<file path="src/rtl/vmic_pkg.sv">
package vmic_pkg;
    localparam int unsigned NSRC_DEF = 26;
    localparam int unsigned DW_DEF   = 32;
    localparam int unsigned AW_DEF   = 4;
    localparam int unsigned NPRI     = 4;

    localparam int unsigned A_CTRL  = 0;
    localparam int unsigned A_MODE  = 1;
    localparam int unsigned A_PEND  = 2;
    localparam int unsigned A_MASK  = 3;
    localparam int unsigned A_PRI0  = 4;
    localparam int unsigned A_INSRV = 8;
    localparam int unsigned A_CLRN  = 9;
    localparam int unsigned A_CLRF  = 10;

    localparam logic [2:0] CTRL_RST = 3'h7;

    function automatic logic [31:0] pri_reset(input int unsigned idx);
        logic [31:0] v;
        case (idx)
            0, 2:    v = 32'h1B1B1B1B;
            1:       v = 32'h00001F1B;
            default: v = 32'h0000001B;
        endcase
        return v;
    endfunction
endpackage

</file>
<file path="src/rtl/vmic_lowest_onehot.sv">
module vmic_lowest_onehot #(
    parameter int unsigned W = 26
) (
    input  logic         clk,
    input  logic         rst_n,
    input  logic [W-1:0] vec,
    output logic [W-1:0] onehot
);
    logic [W:0] seen;

    assign seen[0] = 1'b0;

    for (genvar i = 0; i < W; i++) begin : g_chain
        assign onehot[i]  = vec[i] & ~seen[i];
        assign seen[i+1]  = seen[i] | vec[i];
    end

    assert_insrv_onehot_R4: assert property (@(posedge clk) disable iff (!rst_n)
        $onehot0(onehot) && ((|onehot) == (|vec)));

    assert_insrv_member_R4: assert property (@(posedge clk) disable iff (!rst_n)
        (onehot & ~vec) == '0);
endmodule

</file>
<file path="src/rtl/vmic_pending.sv">
module vmic_pending #(
    parameter int unsigned W = 26
) (
    input  logic         clk,
    input  logic         rst_n,
    input  logic [W-1:0] evt,
    input  logic         latch_en,
    input  logic         clr_en,
    input  logic [W-1:0] clr_bits,
    output logic [W-1:0] pend_q
);
    typedef struct packed {
        logic [W-1:0] pend;
    } pend_st_t;

    pend_st_t st_d, st_q;

    always_comb begin
        st_d = st_q;
        if (clr_en) begin
            st_d.pend = st_d.pend & ~clr_bits;
        end
        if (latch_en) begin
            st_d.pend = st_d.pend | evt;
        end
    end

    always_ff @(posedge clk or negedge rst_n) begin
        if (!rst_n) begin
            st_q <= '0;
        end else begin
            st_q <= st_d;
        end
    end

    assign pend_q = st_q.pend;

    assert_event_lands_R6: assert property (@(posedge clk) disable iff (!rst_n)
        latch_en |=> ((pend_q & $past(evt)) == $past(evt)));

    assert_event_ignored_R2: assert property (@(posedge clk) disable iff (!rst_n)
        !latch_en |=> ((pend_q & ~$past(pend_q)) == '0));

    assert_clear_effect_R5: assert property (@(posedge clk) disable iff (!rst_n)
        (clr_en && (evt == '0)) |=> ((pend_q & $past(clr_bits)) == '0));
endmodule

</file>
<file path="src/rtl/vmic_route.sv">
module vmic_route #(
    parameter int unsigned W = 26
) (
    input  logic         clk,
    input  logic         rst_n,
    input  logic [W-1:0] pend,
    input  logic [W-1:0] mask,
    input  logic [W-1:0] mode,
    output logic         fast_n,
    output logic         norm_n
);
    typedef struct packed {
        logic fast_n;
        logic norm_n;
    } route_st_t;

    route_st_t    st_d, st_q;
    logic [W-1:0] live;

    always_comb begin
        live        = pend & ~mask;
        st_d        = st_q;
        st_d.fast_n = ~|(live & mode);
        st_d.norm_n = ~|(live & ~mode);
    end

    always_ff @(posedge clk or negedge rst_n) begin
        if (!rst_n) begin
            st_q <= '1;
        end else begin
            st_q <= st_d;
        end
    end

    assign fast_n = st_q.fast_n;
    assign norm_n = st_q.norm_n;

    assert_fast_follows_R3: assert property (@(posedge clk) disable iff (!rst_n)
        1'b1 |=> (fast_n == ($past(pend & ~mask & mode) == '0)));

    assert_norm_follows_R3: assert property (@(posedge clk) disable iff (!rst_n)
        1'b1 |=> (norm_n == ($past(pend & ~mask & ~mode) == '0)));
endmodule

</file>
<file path="src/rtl/vmic_top.sv">
module vmic_top
    import vmic_pkg::*;
#(
    parameter int unsigned NSRC = NSRC_DEF,
    parameter int unsigned DW   = DW_DEF,
    parameter int unsigned AW   = AW_DEF
) (
    input  logic            clk,
    input  logic            rst_n,
    input  logic            bus_we,
    input  logic [AW-1:0]   bus_addr,
    input  logic [DW-1:0]   bus_wdata,
    output logic [DW-1:0]   bus_rdata,
    input  logic [NSRC-1:0] src_evt,
    output logic            fast_req_n,
    output logic            norm_req_n
);
    localparam int unsigned PADW = DW - NSRC;

    typedef struct packed {
        logic [2:0]                ctrl;
        logic [NSRC-1:0]           mode;
        logic [NSRC-1:0]           mask;
        logic [NPRI-1:0][DW-1:0]   pri;
    } regs_t;

    regs_t           rg_d, rg_q;
    logic [NSRC-1:0] pend_q;
    logic [NSRC-1:0] insrv;
    logic            latch_en;
    logic            clr_en;

    assign latch_en = ~rg_q.ctrl[1] | ~rg_q.ctrl[0];
    assign clr_en   = bus_we && ((bus_addr == AW'(A_CLRN)) || (bus_addr == AW'(A_CLRF)));

    always_comb begin
        rg_d = rg_q;
        if (bus_we) begin
            if (bus_addr == AW'(A_CTRL)) rg_d.ctrl = bus_wdata[2:0];
            if (bus_addr == AW'(A_MODE)) rg_d.mode = bus_wdata[NSRC-1:0];
            if (bus_addr == AW'(A_MASK)) rg_d.mask = bus_wdata[NSRC-1:0];
            for (int p = 0; p < NPRI; p++) begin
                if (bus_addr == AW'(A_PRI0 + p)) rg_d.pri[p] = bus_wdata;
            end
        end
    end

    always_ff @(posedge clk or negedge rst_n) begin
        if (!rst_n) begin
            rg_q.ctrl <= CTRL_RST;
            rg_q.mode <= '0;
            rg_q.mask <= '1;
            for (int p = 0; p < NPRI; p++) begin
                rg_q.pri[p] <= pri_reset(p);
            end
        end else begin
            rg_q <= rg_d;
        end
    end

    always_comb begin
        bus_rdata = '1;
        case (bus_addr)
            AW'(A_CTRL):  bus_rdata = {{(DW-3){1'b0}}, rg_q.ctrl};
            AW'(A_MODE):  bus_rdata = {{PADW{1'b0}}, rg_q.mode};
            AW'(A_PEND):  bus_rdata = {{PADW{1'b0}}, pend_q};
            AW'(A_MASK):  bus_rdata = {{PADW{1'b0}}, rg_q.mask};
            AW'(A_PRI0):  bus_rdata = rg_q.pri[0];
            AW'(A_PRI0+1): bus_rdata = rg_q.pri[1];
            AW'(A_PRI0+2): bus_rdata = rg_q.pri[2];
            AW'(A_PRI0+3): bus_rdata = rg_q.pri[3];
            AW'(A_INSRV): bus_rdata = {{PADW{1'b0}}, insrv};
            AW'(A_CLRN):  bus_rdata = '0;
            AW'(A_CLRF):  bus_rdata = '0;
            default:      bus_rdata = '1;
        endcase
    end

    vmic_pending #(.W(NSRC)) i_pending (
        .clk      (clk),
        .rst_n    (rst_n),
        .evt      (src_evt),
        .latch_en (latch_en),
        .clr_en   (clr_en),
        .clr_bits (bus_wdata[NSRC-1:0]),
        .pend_q   (pend_q)
    );

    vmic_lowest_onehot #(.W(NSRC)) i_lowest (
        .clk    (clk),
        .rst_n  (rst_n),
        .vec    (pend_q),
        .onehot (insrv)
    );

    vmic_route #(.W(NSRC)) i_route (
        .clk    (clk),
        .rst_n  (rst_n),
        .pend   (pend_q),
        .mask   (rg_q.mask),
        .mode   (rg_q.mode),
        .fast_n (fast_req_n),
        .norm_n (norm_req_n)
    );

    assert_pend_not_writable_R7: assert property (@(posedge clk) disable iff (!rst_n)
        (bus_we && (bus_addr == AW'(A_PEND)) && (src_evt == '0)) |=> $stable(pend_q));
endmodule

</file>
<file path="config.mk">
export PLATFORM = sky130hd
export DESIGN_NAME = vmic_top
export DESIGN_NICKNAME = d
export VERILOG_FILES = /design/src/rtl/vmic_pkg.sv /design/src/rtl/vmic_lowest_onehot.sv /design/src/rtl/vmic_pending.sv /design/src/rtl/vmic_route.sv /design/src/rtl/vmic_top.sv
export SDC_FILE = /design/constraint.sdc
export NUM_CORES = 1
export LEC_CHECK = 0
export BUFFER_PORTS_ARGS = -buffer_cell sky130_fd_sc_hd__buf_2
export CORE_ASPECT_RATIO = 1.1
export CORE_MARGIN = 1.5
export CORE_UTILIZATION = 30
export DETAILED_ROUTE_END_ITERATION = 16
export PLACE_DENSITY = 0.49
export SYNTH_ARGS = -nofsm -noshare
export SYNTH_HDL_FRONTEND = slang
export SYNTH_HIERARCHICAL = 1
export SYNTH_SLANG_ARGS = --single-unit
</file>
<file path="constraint.sdc">
create_clock -name clk -period 2.5 [get_ports clk]
set_input_delay 0.5 -clock clk [delete_from_list [all_inputs] [get_ports clk]]
set_output_delay 0.5 -clock clk [all_outputs]
set_load 0.05 [all_outputs]
</file>
# After elaboration in Yosys (flattened, before gate mapping)
# Cells that the tools add are included.
classes:
  eq_ne: 10
  muxes: 3
  bitwise: 85
  reduce_logical: 15
op_table:
  columns: ["operator", "count"]
  rows:
  - ["one-hot mux 32 bit (10 select lines)", 1]
  - ["AND 26 bit", 4]
  - ["inverter 26 bit", 3]
  - ["two-way mux 26 bit", 2]
  - ["OR reduction 26 bit", 2]
  - ["inverter 1 bit", 27]
  - ["OR 26 bit", 1]
  - ["AND 1 bit", 25]
  - ["OR 1 bit", 25]
  - ["== test 4 x 3 -> 1 bit, second input constant", 4]
  - ["AND reduction 2 bit", 7]
  - ["== test 4 bit, second input constant", 3]
  - ["== test 4 x 2 -> 1 bit, second input constant", 2]
  - ["== test 4 x 1 -> 1 bit, second input constant", 1]
  - ["logical NOT 4 bit", 1]
  - ["logical NOT 1 bit", 2]
  - ["OR reduction 2 bit", 1]
  - ["logical AND 1 bit", 1]
  - ["logical OR 1 bit", 1]
word_totals:
  register_bits: 211
  out_inout_bits: 34
  wordCells: 123

# Depth between registers and ports, before layout
logic_depth:
  word_depth: 27
  mapped_depth: 10
  mapped_depth_nobuf: 6

# Cells and area by module
# The synthesis kept the hierarchy.
by_module_without_submodules:
  columns: ["mod", "instances", "cells_each", "area_each_um2", "seq_area_each_um2"]
  rows:
  - ["vmic_top", 1, 740, 9258.9, 4672.0]
  - ["vmic_pending", 1, 84, 1051.0, 650.6]
  - ["vmic_route", 1, 73, 560.5, 52.6]
  - ["vmic_lowest_onehot", 1, 57, 426.7, 0.0]

# Worst setup path before layout
# No wires, ideal clock.
synth_timing:
  path_kind: "register to output"
  from: "register i_pending.st_q, in the netlist i_pending/pend_q[9]"
  to: "output port bus_rdata[24]"
  t_arrival_ns: 2.195
  t_required_ns: 2.000
  path_slack_ns: -0.195
  path_stages_with_launch: 6
  cell_sequence: "dfrtp_1 > nor4_4 > nand4b_4 > nor4_2 > a21oi_1 > o221ai_1"
synth_between:
  elab_chain_cells: 18
synth_rtl:
  columns: ["item", "line", "source"]
  rows:
  - ["from (decl)", "vmic_pending.sv:16", "pend_st_t st_d, st_q;"]
  - ["from (signal assigned)", "vmic_pending.sv:32", "st_q <= st_d;"]
  - ["OR 1 bit (15 in a row)", "vmic_lowest_onehot.sv:15", "assign seen[i+1] = seen[i] | vec[i];"]
  - ["inverter 1 bit", "vmic_lowest_onehot.sv:14", "assign onehot[i] = vec[i] & ~seen[i];"]
  - ["AND 1 bit", "vmic_lowest_onehot.sv:14", null]
  - ["named net insrv[24]", "vmic_top.sv:29", "logic [NSRC-1:0] insrv;"]
  - ["one-hot mux 32 bit (10 select lines)", "vmic_top.sv:63", "case (bus_addr)"]
  - ["to (decl)", "vmic_top.sv:13", "output logic [DW-1:0] bus_rdata,"]
# The timed path passes the listed nets, and every way through them passes these cells.

# Worst setup path in the final report
layout_timing:
  from: "register i_pending.st_q, in the netlist i_pending/pend_q[2]"
  to: "output port bus_rdata[25]"
layout_between:
  elab_chain_cells: 26
layout_rtl:
  columns: ["item", "line"]
  rows:
  - ["OR 1 bit (23 in a row)", "vmic_lowest_onehot.sv:15"]
  - ["inverter 1 bit", "vmic_lowest_onehot.sv:14"]
  - ["AND 1 bit", "vmic_lowest_onehot.sv:14"]
  - ["named net insrv[25]", "vmic_top.sv:29"]
  - ["one-hot mux 32 bit (10 select lines)", "vmic_top.sv:63"]
# The timed path passes the listed nets, and every way through them passes these cells.

==> flow_summary.yaml <==
critical_path:
  crit_path_start_kind: "register"
  critPathKind: "register to output port"
  cpMaxStageDelayCell: "dfrtp_1"
  rr_worst_depth: 5
  r2r-start: "i_pending/pend_q[19]"
  setup.worst_path.end: "bus_rdata[25]"
  critPathMaxStageDelay_ns: 0.41
  r2r_slack_ns: 0.43
  crit_path_start: "i_pending/pend_q[2]"
  cp_common_cell: "buf_6"
  crit_fanout: 3
  r2r-end: "i_route/fast_n"
  cp.arrival_ns: 2.57
  path_cells: "nor4_4 -> buf_6 -> buf_6 -> nand4_1 -> nor3_1 -> a221oi_1 -> o21ai_1 -> a221o_1 -> buf_6"
  worstPathRequired_ns: 2.00
  crit_path_end_kind: "output port"
synth:
  synthesis.area_mm2: 0.01130
  ys_seq_area_frac: 0.4758
  avgSynthCellArea_um2: 11.84
  ys_ff_latch: 211
  yosysTopAreaCell: "dfrtp_1"
  synth_edf_count: 0
  syn-instance-count: 954
  synthArstFlopShare: 1.000
  yosysUniqueCellTypes: 69
  syn_nets: 1019
  ys.warnings.count: 6
  synth_area_leaders: "dfrtp_1 (30%), mux2_2 (18%), dfstp_2 (18%)"
  synth_top_area_share: 0.2990
  synth_ff_type: "dfrtp_1"
global_routing:
  grt_max_degree: 63
  gr-usage-all-layers: 0.2199
  grt_pass1_vias: 9594
  grt_overflow_total: 0
  grt_pass1_wl_um: 63650
  antenna_found_initial: 0
floorplanning:
  initial_core_util: 0.3043
  placementRows: 74
  core_mm2: 0.03713
  die_area_mm2: 0.03883
  die_x_um: 188.0
  io_pins: 99
  die_y_um: 206.5
min_path:
  hold_path_class: "input pin to register"
  hold_path_depth: 2
timing:
  worstMarginPinSlew_ns: 0.8314
  worst_slack_ns: -0.5682
  period_minus_slack_ns: 3.068
  slew-limit-headroom: 0.4444
  fin_hold_ws_ns: 0.1859
  fmax_mhz: 325.9
  report.final.slew_viol_count: 0
  min_period_over_period: 1.227
  rsz0062_at_grt: "true"
  final-hold-violation-count: 0
  fin_worst_skew_ns: 0.02114
  setup_viol: 25
pwr:
  p_per_area_mw_per_mm2: 755.0
  power.total_mw: 11.36
  cellLeakagePower_nw: 6.266
  ir_drop_mv: 0.4852
clock_tree:
  htreeDepth: 1
  cts_sinks: 211
  cts_buffers: 27
  cts_tree: "built"
  clkTransAtPathRegs_ns: 0.06
  cts-root-buf: "clkbuf_16"
  clk_path_buf_depth: 3
  clk_latency_ns: 0.55
layout:
  nFillCells: 3621
  regArea_mm2: 0.005375
  multi_input_area_mm2: 0.005708
  fin_nets: 1256
  num_antenna_cells: 0
  area.growth.synth_to_final_pct: 33.18
  drive_gt1_frac: 0.5446
  post-route-util: 0.4052
flow_run:
  maxCapViolCount: 0
place:
  dp_hpwl_um: 30780
  gp_congestion: 0.8989
  portBuffers: 98
status:
  status: "complete, but fails checks"
  failed_checks: "setup timing"
detailed_routing:
  drt-wirelength-per-cell_um: 24.87
  avgViaCountPerCell: 5.455
  drtIter0Drc: 640
  drt-pass1-iter-count: 5
  final_antenna_net_count: 0
  drc_errors: 0
  vias: 9306
  drt-total-wl_um: 42430
[layer usage]
layer | wire [um] | GRT usage | share of wire | up-vias
li1 | - | - | - | 4122
met1 | 18740 | 0.2987 | 0.44 | 4793
met2 | 20140 | 0.3641 | 0.47 | 317
met3 | 2152 | 0.02768 | 0.051 | 74
met4 | 1392 | 0.07114 | 0.033 | 0
met5 | 0 | 0 | 0 | -
[synth_stat cells (4+ instances only)]
library cell and count:
dfrtp_1 135, nor2b_1 11, o21ai_1 5, nand3b_1 30, buf_2 24, nor3_2 4, nand2_1 51, inv_1 8
nor3_1 11, mux2i_1 11, nand3_1 6, or3_1 6, a221o_1 8, mux2_2 185, clkbuf_1 13, nand2b_1 6
nor2_1 21, buf_6 10, o221ai_1 4, mux2_1 6, a22oi_1 31, nor4_1 10, buf_4 22, a221oi_1 6
nand4_1 8, and3_1 6, and2_1 5, dfstp_2 76, a31oi_1 6, a21oi_1 45, a32oi_1 11, o21ai_0 23
nor3b_1 28, a22o_1 40, a211o_1 4, o22ai_1 20
[critical path, delay by kind of cell (launching register included)]
kind	cells	cell delay [ns]
AO/OA/AOI/OAI	3	0.44
buffers and inverters	3	0.46
flip-flops	1	0.41
AND/OR/NAND/NOR	3	0.70
[cell type report]
| class | count | area share |
|---|---|---|
| clock buffer | 44 | 0.05447 |
| tap | 494 | 0.04108 |
| timing repair buffer | 280 | 0.1593 |
| inverter | 10 | 0.002744 |
| multi-input combinational | 661 | 0.3794 |
| sequential | 211 | 0.3573 |
| clock inverter | 6 | 0.005738 |
[metrics by stage]
step	cells	setup WS, ns	area, um^2	setup TNS (ns)
3_3_place_gp	1645	-0.4123	13530	-8.480
4_1_cts	1702	-0.5668	14880	-10.10
6_report	1706	-0.5682	15050	-9.513
2_1_floorplan	954	-0.1196	11340	-0.1930
5_1_grt	1706	-0.6439	15050	-12.06
3_5_place_dp	1645	-0.3698	13530	-8.953
[sequential cells by signal, summed over array words and instances, names as in the netlist]
signal and count:
i_route/fast_n 1, i_route/norm_n 1, i_pending/pend_q 26, rg_q 183
[layout by cell type (no fill, tap or decap), types with 6 or more instances in the layout]
cell type	count
nor2_1	20
dfstp_2	76
buf_2	63
clkbuf_16	28
buf_12	19
a31oi_1	6
a21oi_2	8
dfrtp_1	135
nor4_1	7
nand4_1	8
nand3b_1	30
mux2_1	6
a221o_1	8
buf_8	8
a21oi_1	37
nand2_1	50
buf_4	151
nand3_1	6
o22ai_1	15
nor2_4	6
clkbuf_1	9
mux2i_1	11
clkbuf_8	8
a22oi_1	29
a32oi_1	11
inv_1	6
buf_6	36
mux2_2	185
nor3b_1	28
o21ai_0	22
nor2b_1	10
a22o_1	40
nor3_4	6
[kinds of logic (layout without fill, tap and decap cells)]
logic type	after synthesis	in the layout	share of synthesized area
multiplexers	203	203	0.2021
AO/OA/AOI/OAI	222	222	0.1407
buffers and inverters	82	340	0.04585
AND/OR/NAND/NOR	236	236	0.1356
flip-flops	211	211	0.4758
[worst min path at each step]
stage	start	endpoint	slack, ns
2_1_floorplan	rst_n	i_pending/pend_q[0]	0.20
3_3_place_gp	rg_q[106]	rg_q[106]	0.48
3_5_place_dp	rg_q[110]	rg_q[110]	0.49
4_1_cts	src_evt[19]	i_pending/pend_q[19]	0.17
5_1_grt	src_evt[19]	i_pending/pend_q[19]	0.19
6_report	src_evt[19]	i_pending/pend_q[19]	0.19
[report_power, final]
part / internal, mW / total (mW) / switching (mW)
Combinational: 1.26 / 2.59 / 1.32
Clock: 2.43 / 3.94 / 1.51
Sequential: 4.33 / 4.83 / 0.504
Total: 8.02 / 11.4 / 3.34
[timing repair]
item	4_1_cts	5_1_grt
buffers inserted	8	5
setup endpoints to repair	32	29
cloned	0	0
hold endpoints to repair	32	0
pin swaps	43	30
hold buffers	1	0
resized for setup	104	35
Note: power is estimated with default switching activity, not from simulation.
